### config.mk
export PLATFORM = sky130hd
export DESIGN_NAME = dac_code_front
export DESIGN_NICKNAME = d
export VERILOG_FILES = /design/src/rtl/dac_code_pkg.sv /design/src/rtl/dac_code_sync.sv /design/src/rtl/dac_code_ctrl.sv /design/src/rtl/dac_code_dpath.sv /design/src/rtl/dac_code_front.sv
export SDC_FILE = /design/constraint.sdc
export NUM_CORES = 1
export LEC_CHECK = 0
export BUFFER_PORTS_ARGS = -buffer_cell sky130_fd_sc_hd__buf_2
export CORE_UTILIZATION = 54
export CTS_CLUSTER_DIAMETER = 200
export DETAILED_ROUTE_END_ITERATION = 16
export PLACE_DENSITY = 0.79
export SLEW_MARGIN = 20
export SYNTH_ARGS = -nofsm -noshare
export SYNTH_HDL_FRONTEND = slang
export SYNTH_SLANG_ARGS = --single-unit
### constraint.sdc
create_clock -name clk -period 1.5 [get_ports clk]
set_clock_uncertainty 0.05 [all_clocks]
set_input_delay 0.075 -clock clk [delete_from_list [all_inputs] [get_ports clk]]
set_output_delay 0.075 -clock clk [all_outputs]
set_load 0.05 [all_outputs]
### src/rtl/dac_code_pkg.sv
package dac_code_pkg;

  // Enables seen by the datapath after synchronization, all active high
  typedef struct packed {
    logic loadLo;
    logic loadHi;
    logic loadDac;
  } strobe_t;

endpackage

### src/rtl/dac_code_sync.sv
// Multi-stage, multi-bit delay/synchronizer chain with a reset value
module dac_code_sync #(
  parameter int WIDTH  = 4,
  parameter int STAGES = 2,
  parameter logic [WIDTH-1:0] RST_VAL = '0
) (
  input  logic             clk,
  input  logic             rstN,
  input  logic [WIDTH-1:0] dIn,
  output logic [WIDTH-1:0] dOut
);

  logic [WIDTH-1:0] chain [STAGES];

  for (genvar s = 0; s < STAGES; s++) begin : g_stage
    if (s == 0) begin : g_first
      always_ff @(posedge clk or negedge rstN) begin
        if (!rstN) chain[s] <= RST_VAL;
        else       chain[s] <= dIn;
      end
    end else begin : g_next
      always_ff @(posedge clk or negedge rstN) begin
        if (!rstN) chain[s] <= RST_VAL;
        else       chain[s] <= chain[s-1];
      end
    end
  end

  assign dOut = chain[STAGES-1];

endmodule

### src/rtl/dac_code_ctrl.sv
// Decodes the synchronized active-low pins into datapath enables
module dac_code_ctrl
  import dac_code_pkg::*;
(
  input  logic    selLoS,
  input  logic    selHiS,
  input  logic    wrS,
  input  logic    loadS,
  output strobe_t strobes
);

  always_comb begin
    strobes.loadLo  = !selLoS && !wrS;
    strobes.loadHi  = !selHiS && !wrS;
    strobes.loadDac = !loadS;
  end

endmodule

### src/rtl/dac_code_dpath.sv
// Input register (byte + nibble) and output register
module dac_code_dpath
  import dac_code_pkg::*;
#(
  parameter int LO_W = 8,
  parameter int HI_W = 4,
  localparam int CODE_W = LO_W + HI_W
) (
  input  logic              clk,
  input  logic              rstN,
  input  strobe_t           strobes,
  input  logic [LO_W-1:0]   busD,
  output logic [CODE_W-1:0] inWord,
  output logic [CODE_W-1:0] outWord
);

  logic [LO_W-1:0]   loQ, loNext;
  logic [HI_W-1:0]   hiQ, hiNext;
  logic [CODE_W-1:0] wordNext;

  always_comb begin
    loNext   = strobes.loadLo ? busD : loQ;
    hiNext   = strobes.loadHi ? busD[HI_W-1:0] : hiQ;
    // the output sees the word as it will be after this clock, so a
    // nibble write with the load active updates the output in step
    wordNext = {hiNext, loNext};
  end

  always_ff @(posedge clk or negedge rstN) begin
    if (!rstN) begin
      loQ     <= '0;
      hiQ     <= '0;
      outWord <= '0;
    end else begin
      loQ <= loNext;
      hiQ <= hiNext;
      if (strobes.loadDac) outWord <= wordNext;
    end
  end

  assign inWord = {hiQ, loQ};

endmodule

### src/rtl/dac_code_front.sv
module dac_code_front
  import dac_code_pkg::*;
#(
  parameter int LO_W        = 8,
  parameter int HI_W        = 4,
  parameter int SYNC_STAGES = 2,
  localparam int CODE_W = LO_W + HI_W
) (
  input  logic              clk,
  input  logic              rstN,
  input  logic [LO_W-1:0]   busIn,
  input  logic              selLoN,
  input  logic              selHiN,
  input  logic              wrN,
  input  logic              loadN,
  output logic [CODE_W-1:0] dacCode
);

  logic [3:0]        pinSync;
  logic [LO_W-1:0]   busSync;
  strobe_t           strobes;
  logic [CODE_W-1:0] inWord;

  dac_code_sync #(.WIDTH(4), .STAGES(SYNC_STAGES), .RST_VAL(4'hF)) u_pinSync (
    .clk(clk), .rstN(rstN),
    .dIn({selLoN, selHiN, wrN, loadN}), .dOut(pinSync)
  );

  // bus delayed by the same depth so it stays aligned with the strobes
  dac_code_sync #(.WIDTH(LO_W), .STAGES(SYNC_STAGES), .RST_VAL('0)) u_busSync (
    .clk(clk), .rstN(rstN), .dIn(busIn), .dOut(busSync)
  );

  dac_code_ctrl u_ctrl (
    .selLoS(pinSync[3]), .selHiS(pinSync[2]),
    .wrS(pinSync[1]), .loadS(pinSync[0]),
    .strobes(strobes)
  );

  dac_code_dpath #(.LO_W(LO_W), .HI_W(HI_W)) u_dpath (
    .clk(clk), .rstN(rstN), .strobes(strobes), .busD(busSync),
    .inWord(inWord), .outWord(dacCode)
  );

endmodule

==> results of run 1 <==
==> cells by family (layout without fill, tap and decap cells) <==
kind of cell           count (synthesis)  after routing  synth area share [%]
AO/OA/AOI/OAI                         12             12                  6.13
buffers and inverters                 17             60                  4.96
flip-flops                            48             48                  70.7
multiplexers                          12             12                  7.88
AND/OR/NAND/NOR                       26             26                  10.4
==> what timing repair did <==
item	CTS	global route
pin swaps	0	0
endpoints found under the hold margin	55	0
resized for setup	1	1
endpoints found under the setup margin	5	2
hold buffers	13	0
==> worst paths after layout <==
path	startpoint	to	slack (ns)
min in group clk	selLoN	u_pinSync.chain[7]	0.28
max in group asynchronous	rstN	u_pinSync.dOut[1]	0.70
min	rstN	u_busSync.chain[10]	0.13
max	u_pinSync.dOut[0]	u_dpath.outWord[7]	0.11
min reg2reg	u_busSync.chain[12]	u_busSync.dOut[4]	0.32
max reg2reg	u_pinSync.dOut[0]	u_dpath.outWord[7]	0.11
==> layout by cell type (no fill, tap or decap) <==
| master | count |
|---|---|
| sky130_fd_sc_hd__o311ai_0 | 4 |
| sky130_fd_sc_hd__nor2_4 | 1 |
| sky130_fd_sc_hd__inv_6 | 2 |
| sky130_fd_sc_hd__clkbuf_4 | 5 |
| sky130_fd_sc_hd__dfstp_2 | 7 |
| sky130_fd_sc_hd__buf_2 | 25 |
| sky130_fd_sc_hd__mux2_2 | 12 |
| sky130_fd_sc_hd__dlygate4sd3_1 | 13 |
| sky130_fd_sc_hd__dfstp_4 | 1 |
| sky130_fd_sc_hd__dfrtp_1 | 40 |
| sky130_fd_sc_hd__nand2_1 | 12 |
| sky130_fd_sc_hd__nor2_2 | 1 |
| sky130_fd_sc_hd__buf_4 | 1 |
| sky130_fd_sc_hd__inv_1 | 12 |
| sky130_fd_sc_hd__clkinv_4 | 1 |
| sky130_fd_sc_hd__buf_12 | 1 |
| sky130_fd_sc_hd__or4b_1 | 12 |
| sky130_fd_sc_hd__o311ai_1 | 8 |
==> through the flow <==
| stage | instance area [um2] | util [%] |
|---|---|---|
| floorplan | 1710 | - |
| global placement | 1880 | 62.1 |
| detailed placement | 1880 | 62.1 |
| CTS | 2080 | 68.7 |
| global route | 2080 | 68.8 |
| finish | 2080 | 68.8 |
==> routing by layer <==
metal	wire (um)	share of wire, %	up-vias
met1	1180	47	485
li1	-	-	492
met3	89	3.5	7
met5	0	0	-
met2	1210	48	20
met4	58	2.3	0
==> area by class of cell <==
type,instances,area [um2],share of cell area [%]
clock buffer,5,37.5,1.80
clock inverter,3,26.3,1.26
inverter,12,45.0,2.16
multi-input combinational,50,423,20.3
sequential,48,1210,58.3
tap,44,55.1,2.64
timing repair buffer,40,283,13.6
==> flip-flops by register name, indices dropped and copies added, names as in the netlist <==
| name | flops |
|---|---|
| u_dpath.outWord | 12 |
| u_busSync.chain | 8 |
| u_dpath.hiQ | 4 |
| u_pinSync.chain | 4 |
| u_busSync.dOut | 8 |
| u_pinSync.dOut | 4 |
| u_dpath.loQ | 8 |
==> Yosys cell counts <==
master	number	area, um2
sky130_fd_sc_hd__o311ai_0	4	35.0
sky130_fd_sc_hd__dfrtp_1	40	1000
sky130_fd_sc_hd__buf_6	2	22.5
sky130_fd_sc_hd__dfstp_2	8	210
sky130_fd_sc_hd__or4b_1	12	120
sky130_fd_sc_hd__nand2_1	12	45.0
sky130_fd_sc_hd__buf_4	1	7.51
sky130_fd_sc_hd__buf_2	2	10.0
sky130_fd_sc_hd__o311ai_1	8	70.1
sky130_fd_sc_hd__inv_1	12	45.0
sky130_fd_sc_hd__mux2_2	12	135
sky130_fd_sc_hd__nor2_2	2	12.5
==> power groups by stage <==
stage / registers (W) / clock network, W / logic [W]
after floorplan: 0.00170 / 0 / 0.000139
final: 0.00151 / 0.000628 / 0.000451
after CTS: 0.00151 / 0.000639 / 0.000456
after global routing: 0.00154 / 0.000696 / 0.000486
after detailed placement: 0.00154 / 0 / 0.000430
after global placement: 0.00153 / 0 / 0.000419
==> flow_metrics.tcl, run 1 <==
set metrics [dict create \
    dp_cells 181 \
    p_sw_w 0.000802 \
    ios 26 \
    placeableCoreArea_um2 3030 \
    final.setup.tns_ns 0 \
    dp_slack_ns -0.00551 \
    setup_crit_start_kind "register" \
    internal_power_w 0.00179 \
    postRouteAntennaNets 0 \
    critical_path_class "reg -> reg" \
    detailed_place_hpwl_um 1640 \
    worst_setup_path_end_kind "register" \
    hold_viol_final 0 \
    numClockSinks 48 \
    p_total_w 0.00259 \
    postRouteWirelength_um 2530 \
    crit_required_ns 1.72 \
    share_seq_of_total_power_pct 58.4 \
    synth_area_per_cell_um2 14.9 \
    groute.usage.overall_pct 17.7 \
    cp_num_cells 2 \
    clockPowerShare_pct 24.2 \
    yosysUniqueCellTypes 12 \
    critPathSlowestCell "sky130_fd_sc_hd__dfstp_4" \
    grt_overflow_total 0 \
    syn_area_um2 1710 \
    power.density_nw_per_um2 1240 \
    placement.io_buffers 25 \
    max-clock-path-buffers 2 \
    crit_path_max_incr_delay_ns 0.60 \
    worst-endpoint-arrival_ns 1.61 \
    global_route_wire_length_before_repair_um 4280 \
    post_route_cells_drive_above_1_share_pct 36.1 \
    dr_wl_cell_um 12.5 \
    initial_core_util_pct 56.6 \
    die_span_x_um 58.3 \
    via_per_inst 4.97 \
    final_net_count 171 \
    r2r.worst_path.cells 2 \
    post-route-worst-setup-slack_ns 0.110 \
    fillerInstances 224 \
    postcts_setup_bufs 0 \
    crit_chain "or4b_1 > o311ai_1" \
    postSynthRegisterBits 48 \
    worstSkewPairLatency_ns 0.36 \
    synthCells 115 \
    critPathTopFamily "flip-flops" \
    transition_time_at_the_pin_with_the_least_slew_margin_ns 0.448 \
    finish.cell_count_without_fillers 202 \
    period_share_pct 92.7 \
    setup-violations-final 0 \
    critical_path_peak_fanout 36 \
    firstDrtPassIters 4 \
    global_route.usage.met2_pct 26.8 \
    grt_antenna_before_repair 0 \
    proportion_of_synthesized_chip_area_in_sequential_cells_pct 70.7 \
    die_area_um2 3400 \
    cts.root.buffer_cell "sky130_fd_sc_hd__clkbuf_4" \
    postSynthNetCount 129 \
    final_critical_path_required_period_ns 1.39 \
    outcome "complete, no violations" \
    cts_tree "built" \
    maximum_operating_frequency_ghz 0.719 \
    timing.final.max_slew_violations 0 \
    layout-area-overhead-vs-synth_pct 21.6 \
    clk_pin_slew_ns 0.14 \
    finalWeightedCongestion 0.759 \
    yosysWarningCount 0 \
    num_vias 1004 \
    cp.buffers_inverters 0 \
    cts_made_buffers 5 \
    power_leakage_nw 0.948 \
    slew-limit-headroom_pct 70.2 \
    via_count_of_the_first_global_routing_pass 918 \
    rsz_0062_raised_after_global_routing "false" \
    antennaDiodeCount 0 \
    route.detailed.drc 0 \
    gr-max-usage-layer "met2" \
    floorplan.rows 20 \
    hold_slack_ns 0.127 \
    drv_cap 0 \
    htree_num_levels 2 \
    switching_share_pct 30.9 \
    dr.first_iter.drc_count 29 \
    power_frac_comb_pct 17.4 \
    vdd_ir_drop_max_mv 0.840 \
    gr-usage-met3_pct 6.59 \
    global_routing_usage_on_met1_pct 22.9 \
    hold_class "in -> async" \
    die_height_um 58.3 \
    grt_start_max_net_pins 37 \
]
Note: power is estimated with default switching activity, not from simulation.
==> run 2, diff against run 1 <==
--- a/config.mk
+++ b/config.mk
@@ -10,6 +10,7 @@
 export CTS_CLUSTER_DIAMETER = 200
 export DETAILED_ROUTE_END_ITERATION = 16
 export PLACE_DENSITY = 0.79
+export RECOVER_POWER = 100
 export SLEW_MARGIN = 20
 export SYNTH_ARGS = -nofsm -noshare
 export SYNTH_HDL_FRONTEND = slang
==> flow_metrics.tcl, run 2 (synthesized netlist as in run 1, its figures left out) <==
set metrics [dict create \
    registers.top_by_ff_count "u_dpath.outWord" \
    dr.first_iter.drc_count 41 \
    via_count_of_the_first_global_routing_pass 918 \
    floorplan.rows 20 \
    die_height_um 58.3 \
    critical_path_class "reg -> reg" \
    die_span_x_um 58.3 \
    final_critical_path_required_period_ns 1.39 \
    clk_pin_slew_ns 0.13 \
    rsz_0062_raised_after_global_routing "false" \
    crit_required_ns 1.71 \
    worstSkewPairLatency_ns 0.37 \
    layout_common_cells "40 x sky130_fd_sc_hd__dfrtp_1, 13 x sky130_fd_sc_hd__dlygate4sd3_1" \
    ios 26 \
    groute.usage.overall_pct 17.7 \
    post_route_cells_drive_above_1_share_pct 31.0 \
    power.density_nw_per_um2 1240 \
    grt_start_max_net_pins 37 \
    dp_slack_ns -0.00551 \
    layout-area-overhead-vs-synth_pct 21.2 \
    final_net_count 171 \
    post-route-worst-setup-slack_ns 0.114 \
    outcome "complete, no violations" \
    slew-limit-headroom_pct 28.2 \
    via_per_inst 5.00 \
    crit_chain "or4b_1 > o311ai_1" \
    placeableCoreArea_um2 3030 \
    dr_wl_cell_um 12.5 \
    global_route_wire_length_before_repair_um 4280 \
    htree_num_levels 2 \
    period_share_pct 92.4 \
    numClockSinks 48 \
    hold_class "in -> reg" \
    cts_tree "built" \
    postRouteAntennaNets 0 \
    placement.io_buffers 25 \
    timing.final.max_slew_violations 0 \
    firstDrtPassIters 4 \
    critPathSlowestCell "sky130_fd_sc_hd__dfstp_4" \
    vdd_ir_drop_max_mv 0.822 \
    cts.root.buffer_cell "sky130_fd_sc_hd__clkbuf_4" \
    maximum_operating_frequency_ghz 0.722 \
    detailed_place_hpwl_um 1640 \
    postRouteWirelength_um 2530 \
    worst_setup_path_end_kind "register" \
    critPathTopFamily "flip-flops" \
    grt_overflow_total 0 \
    power_leakage_nw 0.925 \
    grt_antenna_before_repair 0 \
    critical_path_peak_fanout 36 \
    worst-endpoint-arrival_ns 1.60 \
    hold_slack_ns 0.285 \
    largest_register_ffs 12 \
    hold_viol_final 0 \
    postcts_setup_bufs 0 \
    cts_made_buffers 5 \
    max-clock-path-buffers 2 \
    route.detailed.drc 0 \
    crit_path_max_incr_delay_ns 0.59 \
    cp.buffers_inverters 0 \
    initial_core_util_pct 56.6 \
    postLayoutCoreUtil_pct 68.6 \
    setup-violations-final 0 \
    die_area_um2 3400 \
    finalWeightedCongestion 0.759 \
    transition_time_at_the_pin_with_the_least_slew_margin_ns 1.08 \
    layout.cells.most_common "sky130_fd_sc_hd__dfrtp_1" \
    num_vias 1009 \
    drv_cap 0 \
    antennaDiodeCount 0 \
    setup_crit_start_kind "register" \
]
-- run 2: layout make-up --
class,count,area (um2)
multi-input combinational,50,423
inverter,12,45.0
clock buffer,5,37.5
sequential,48,1210
fill,225,951
timing repair buffer,40,275
tap,44,55.1
clock inverter,3,26.3
-- run 2: where the power goes --
| group | internal (W) | switching [W] | leakage, nW |
|---|---|---|---|
| clock network | 0.000198 | 0.000424 | 0.0362 |
| registers | 0.00143 | 0.0000807 | 0.558 |
| logic | 0.000149 | 0.000292 | 0.331 |
-- run 2: repair_timing --
item                                    CTS  global route
gates resized for setup                   1             1
hold endpoints to repair                 55             0
hold buffers                             13             0
endpoints found under the setup margin    5             2
-- run 2: layer usage --
metal	track usage (%)	routed length, um	part of all wire [%]
met1	22.9	1170	46
met2	26.8	1210	48
met3	6.59	90	3.6
met4	8.16	55	2.2
met5	0	0	0
-- run 2: metrics by stage --
step | power [W] | cells | TNS [ns] | cell area [um2]
floorplan | 0.00183 | 115 | 0 | 1710
global placement | 0.00195 | 181 | 0 | 1880
detailed placement | 0.00197 | 181 | -0.00551 | 1880
CTS | 0.00261 | 202 | 0 | 2080
global route | 0.00271 | 202 | 0 | 2080
finish | 0.00258 | 202 | 0 | 2080
-- run 2: final timing paths --
kind	startpoint	endpoint	slack, ns	cells past startpoint
setup / recovery	u_pinSync.dOut[0]	u_dpath.outWord[7]	0.11	2
hold / removal	selLoN	u_pinSync.chain[7]	0.29	2
min in group asynchronous	rstN	u_busSync.chain[8]	0.37	2
setup reg to reg	u_pinSync.dOut[0]	u_dpath.outWord[7]	0.11	2
max in group asynchronous	rstN	u_pinSync.dOut[0]	0.26	3
hold reg to reg	u_busSync.chain[13]	u_busSync.dOut[5]	0.31	0
==> run 3, diff against run 2 <==
--- a/config.mk
+++ b/config.mk
@@ -6,10 +6,10 @@
 export NUM_CORES = 1
 export LEC_CHECK = 0
 export BUFFER_PORTS_ARGS = -buffer_cell sky130_fd_sc_hd__buf_2
-export CORE_UTILIZATION = 54
+export CORE_UTILIZATION = 35
 export CTS_CLUSTER_DIAMETER = 200
 export DETAILED_ROUTE_END_ITERATION = 16
-export PLACE_DENSITY = 0.79
+export PLACE_DENSITY = 0.56
 export RECOVER_POWER = 100
 export SLEW_MARGIN = 20
 export SYNTH_ARGS = -nofsm -noshare
==> flow_metrics.tcl, run 3 (synthesized netlist as in run 1, its figures left out) <==
set metrics [dict create \
    maximum_operating_frequency_ghz 0.723 \
    antennaDiodeCount 0 \
    die_span_x_um 72.0 \
    dr.first_iter.drc_count 34 \
    final.setup.tns_ns 0 \
    dp_slack_ns 0.0154 \
    die_height_um 72.0 \
    layout.cells.most_common "sky130_fd_sc_hd__dfrtp_1" \
    via_count_of_the_first_global_routing_pass 1019 \
    clk_pin_slew_ns 0.08 \
    initial_core_util_pct 36.3 \
    cts_tree "built" \
    dr_wl_cell_um 11.3 \
    detailed_place_hpwl_um 1670 \
    num_vias 1017 \
    numClockSinks 48 \
    hold_viol_final 0 \
    via_per_inst 4.50 \
    max-clock-path-buffers 2 \
    power.density_nw_per_um2 1320 \
    largest_register_ffs 12 \
    firstDrtPassIters 8 \
    final_critical_path_required_period_ns 1.38 \
    postRouteAntennaNets 0 \
    setup.reg_to_reg.worst_slack_ns 0.12 \
    placement.io_buffers 25 \
    r2r_start "u_pinSync.dOut[1]" \
    setup_crit_start_kind "register" \
    die_area_um2 5180 \
    transition_time_at_the_pin_with_the_least_slew_margin_ns 0.617 \
    power_frac_comb_pct 15.1 \
    global_route_wire_length_before_repair_um 4530 \
    worstSkewPairLatency_ns 0.29 \
    hold_class "in -> async" \
    critical_path_peak_fanout 13 \
    postRouteWirelength_um 2570 \
    clockPowerShare_pct 31.3 \
    slew-limit-headroom_pct 58.8 \
    groute.usage.overall_pct 11.8 \
    postcts_setup_bufs 0 \
    critical_path_class "reg -> reg" \
    post_route_cells_drive_above_1_share_pct 28.3 \
    timing.final.max_slew_violations 0 \
    worst_setup_path_end_kind "register" \
    drv_cap 0 \
    floorplan.rows 25 \
    vdd_ir_drop_max_mv 0.418 \
    layout-area-overhead-vs-synth_pct 24.5 \
    crit_required_ns 1.63 \
    grt_overflow_total 0 \
    period_share_pct 92.2 \
    share_seq_of_total_power_pct 53.5 \
    r2r.worst_path.cells 3 \
    p_sw_w 0.000758 \
    ios 26 \
    grt_antenna_before_repair 0 \
    worst-endpoint-arrival_ns 1.51 \
    switching_share_pct 26.9 \
    grt_start_max_net_pins 37 \
    finalWeightedCongestion 0.654 \
    placeableCoreArea_um2 4720 \
    post-route-worst-setup-slack_ns 0.117 \
    rsz_0062_raised_after_global_routing "false" \
    final_net_count 172 \
    layout_common_cells "40 x sky130_fd_sc_hd__dfrtp_1, 14 x sky130_fd_sc_hd__buf_2, 13 x sky130_fd_sc_hd__clkbuf_1, 13 x sky130_fd_sc_hd__dlygate4sd3_1" \
    route.detailed.drc 0 \
    outcome "complete, no violations" \
    setup-violations-final 0 \
    timing.rr.end "u_dpath.hiQ[1]" \
    cts.root.buffer_cell "sky130_fd_sc_hd__clkbuf_8" \
    p_total_w 0.00282 \
    cts_made_buffers 5 \
    internal_power_w 0.00207 \
    power_leakage_nw 0.923 \
    htree_num_levels 2 \
    registers.top_by_ff_count "u_dpath.outWord" \
]
==> run 3: cell count changes in the layout (fill, tap and decap cells not counted), moves of 2 or more <==
| cell | previous run | this run |
|---|---|---|
| sky130_fd_sc_hd__buf_2 | 12 | 14 |
| sky130_fd_sc_hd__o311ai_1 | 5 | 2 |
| sky130_fd_sc_hd__clkbuf_8 | 0 | 5 |
| sky130_fd_sc_hd__dfstp_1 | 2 | 0 |
| sky130_fd_sc_hd__clkbuf_2 | 7 | 0 |
| sky130_fd_sc_hd__o311ai_0 | 7 | 10 |
| sky130_fd_sc_hd__dfstp_2 | 5 | 7 |
| sky130_fd_sc_hd__inv_6 | 2 | 0 |
| sky130_fd_sc_hd__clkbuf_1 | 6 | 13 |
| sky130_fd_sc_hd__clkbuf_4 | 5 | 0 |
==> run 3: metal layers <==
layer / part of all wire [%] / up-vias / GRT usage [%]
met1: 45 / 495 / 14.3
met2: 49 / 22 / 18.6
li1: - / 495 / -
met3: 4.6 / 5 / 3.89
met4: 1.4 / 0 / 6.54
met5: 0 / - / 0
==> run 3: critical path: stages, from the launching register on <==
cell                      delay (ns)
sky130_fd_sc_hd__dfstp_2        0.39
sky130_fd_sc_hd__buf_4          0.17
sky130_fd_sc_hd__nor2_2         0.28
sky130_fd_sc_hd__mux2_2         0.38
==> run 3: power groups by stage <==
stage	registers (W)	clock network [W]	logic (W)
final	0.00151	0.000885	0.000428
after global routing	0.00153	0.000976	0.000462
after CTS	0.00151	0.000926	0.000461
after detailed placement	0.00153	0	0.000435
after global placement	0.00153	0	0.000425
after floorplan	0.00170	0	0.000139
==> run 3: layout make-up <==
cell class / count / area, um2
fill: 460 / 2590
timing repair buffer: 41 / 260
clock buffer: 6 / 72.6
sequential: 48 / 1210
tap: 67 / 83.8
inverter: 12 / 45.0
multi-input combinational: 50 / 423
clock inverter: 2 / 35.0
==> run 3: repair_timing <==
item	4_1_cts	5_1_grt
hold buffers	13	0
setup endpoints to repair	1	2
resized for setup	1	1
endpoints found under the hold margin	27	0
==> run 3: worst max-delay path by stage <==
stage	startpoint	endpoint	slack (ns)	cells past startpoint
floorplan	u_pinSync.dOut[1]	u_dpath.loQ[0]	0.19	3
global placement	u_pinSync.dOut[1]	u_dpath.loQ[6]	0.06	2
detailed placement	u_pinSync.dOut[1]	u_dpath.loQ[6]	0.02	2
CTS	u_pinSync.dOut[0]	u_dpath.outWord[9]	0.07	2
global route	rstN	u_busSync.chain[8]	0.03	3
finish	u_pinSync.dOut[1]	u_dpath.hiQ[1]	0.12	3
==> run 3: through the flow <==
stage / util (%) / instance area, um2 / cells / hold WS (ns)
after CTS: 45.7 / 2160 / 226 / 0.217
final: 45.2 / 2130 / 226 / 0.184
after floorplan: - / 1710 / 115 / -0.271
after global placement: 40.6 / 1920 / 205 / -0.00422
after global routing: 45.2 / 2130 / 226 / 0.229
after detailed placement: 40.6 / 1920 / 205 / 0.00675
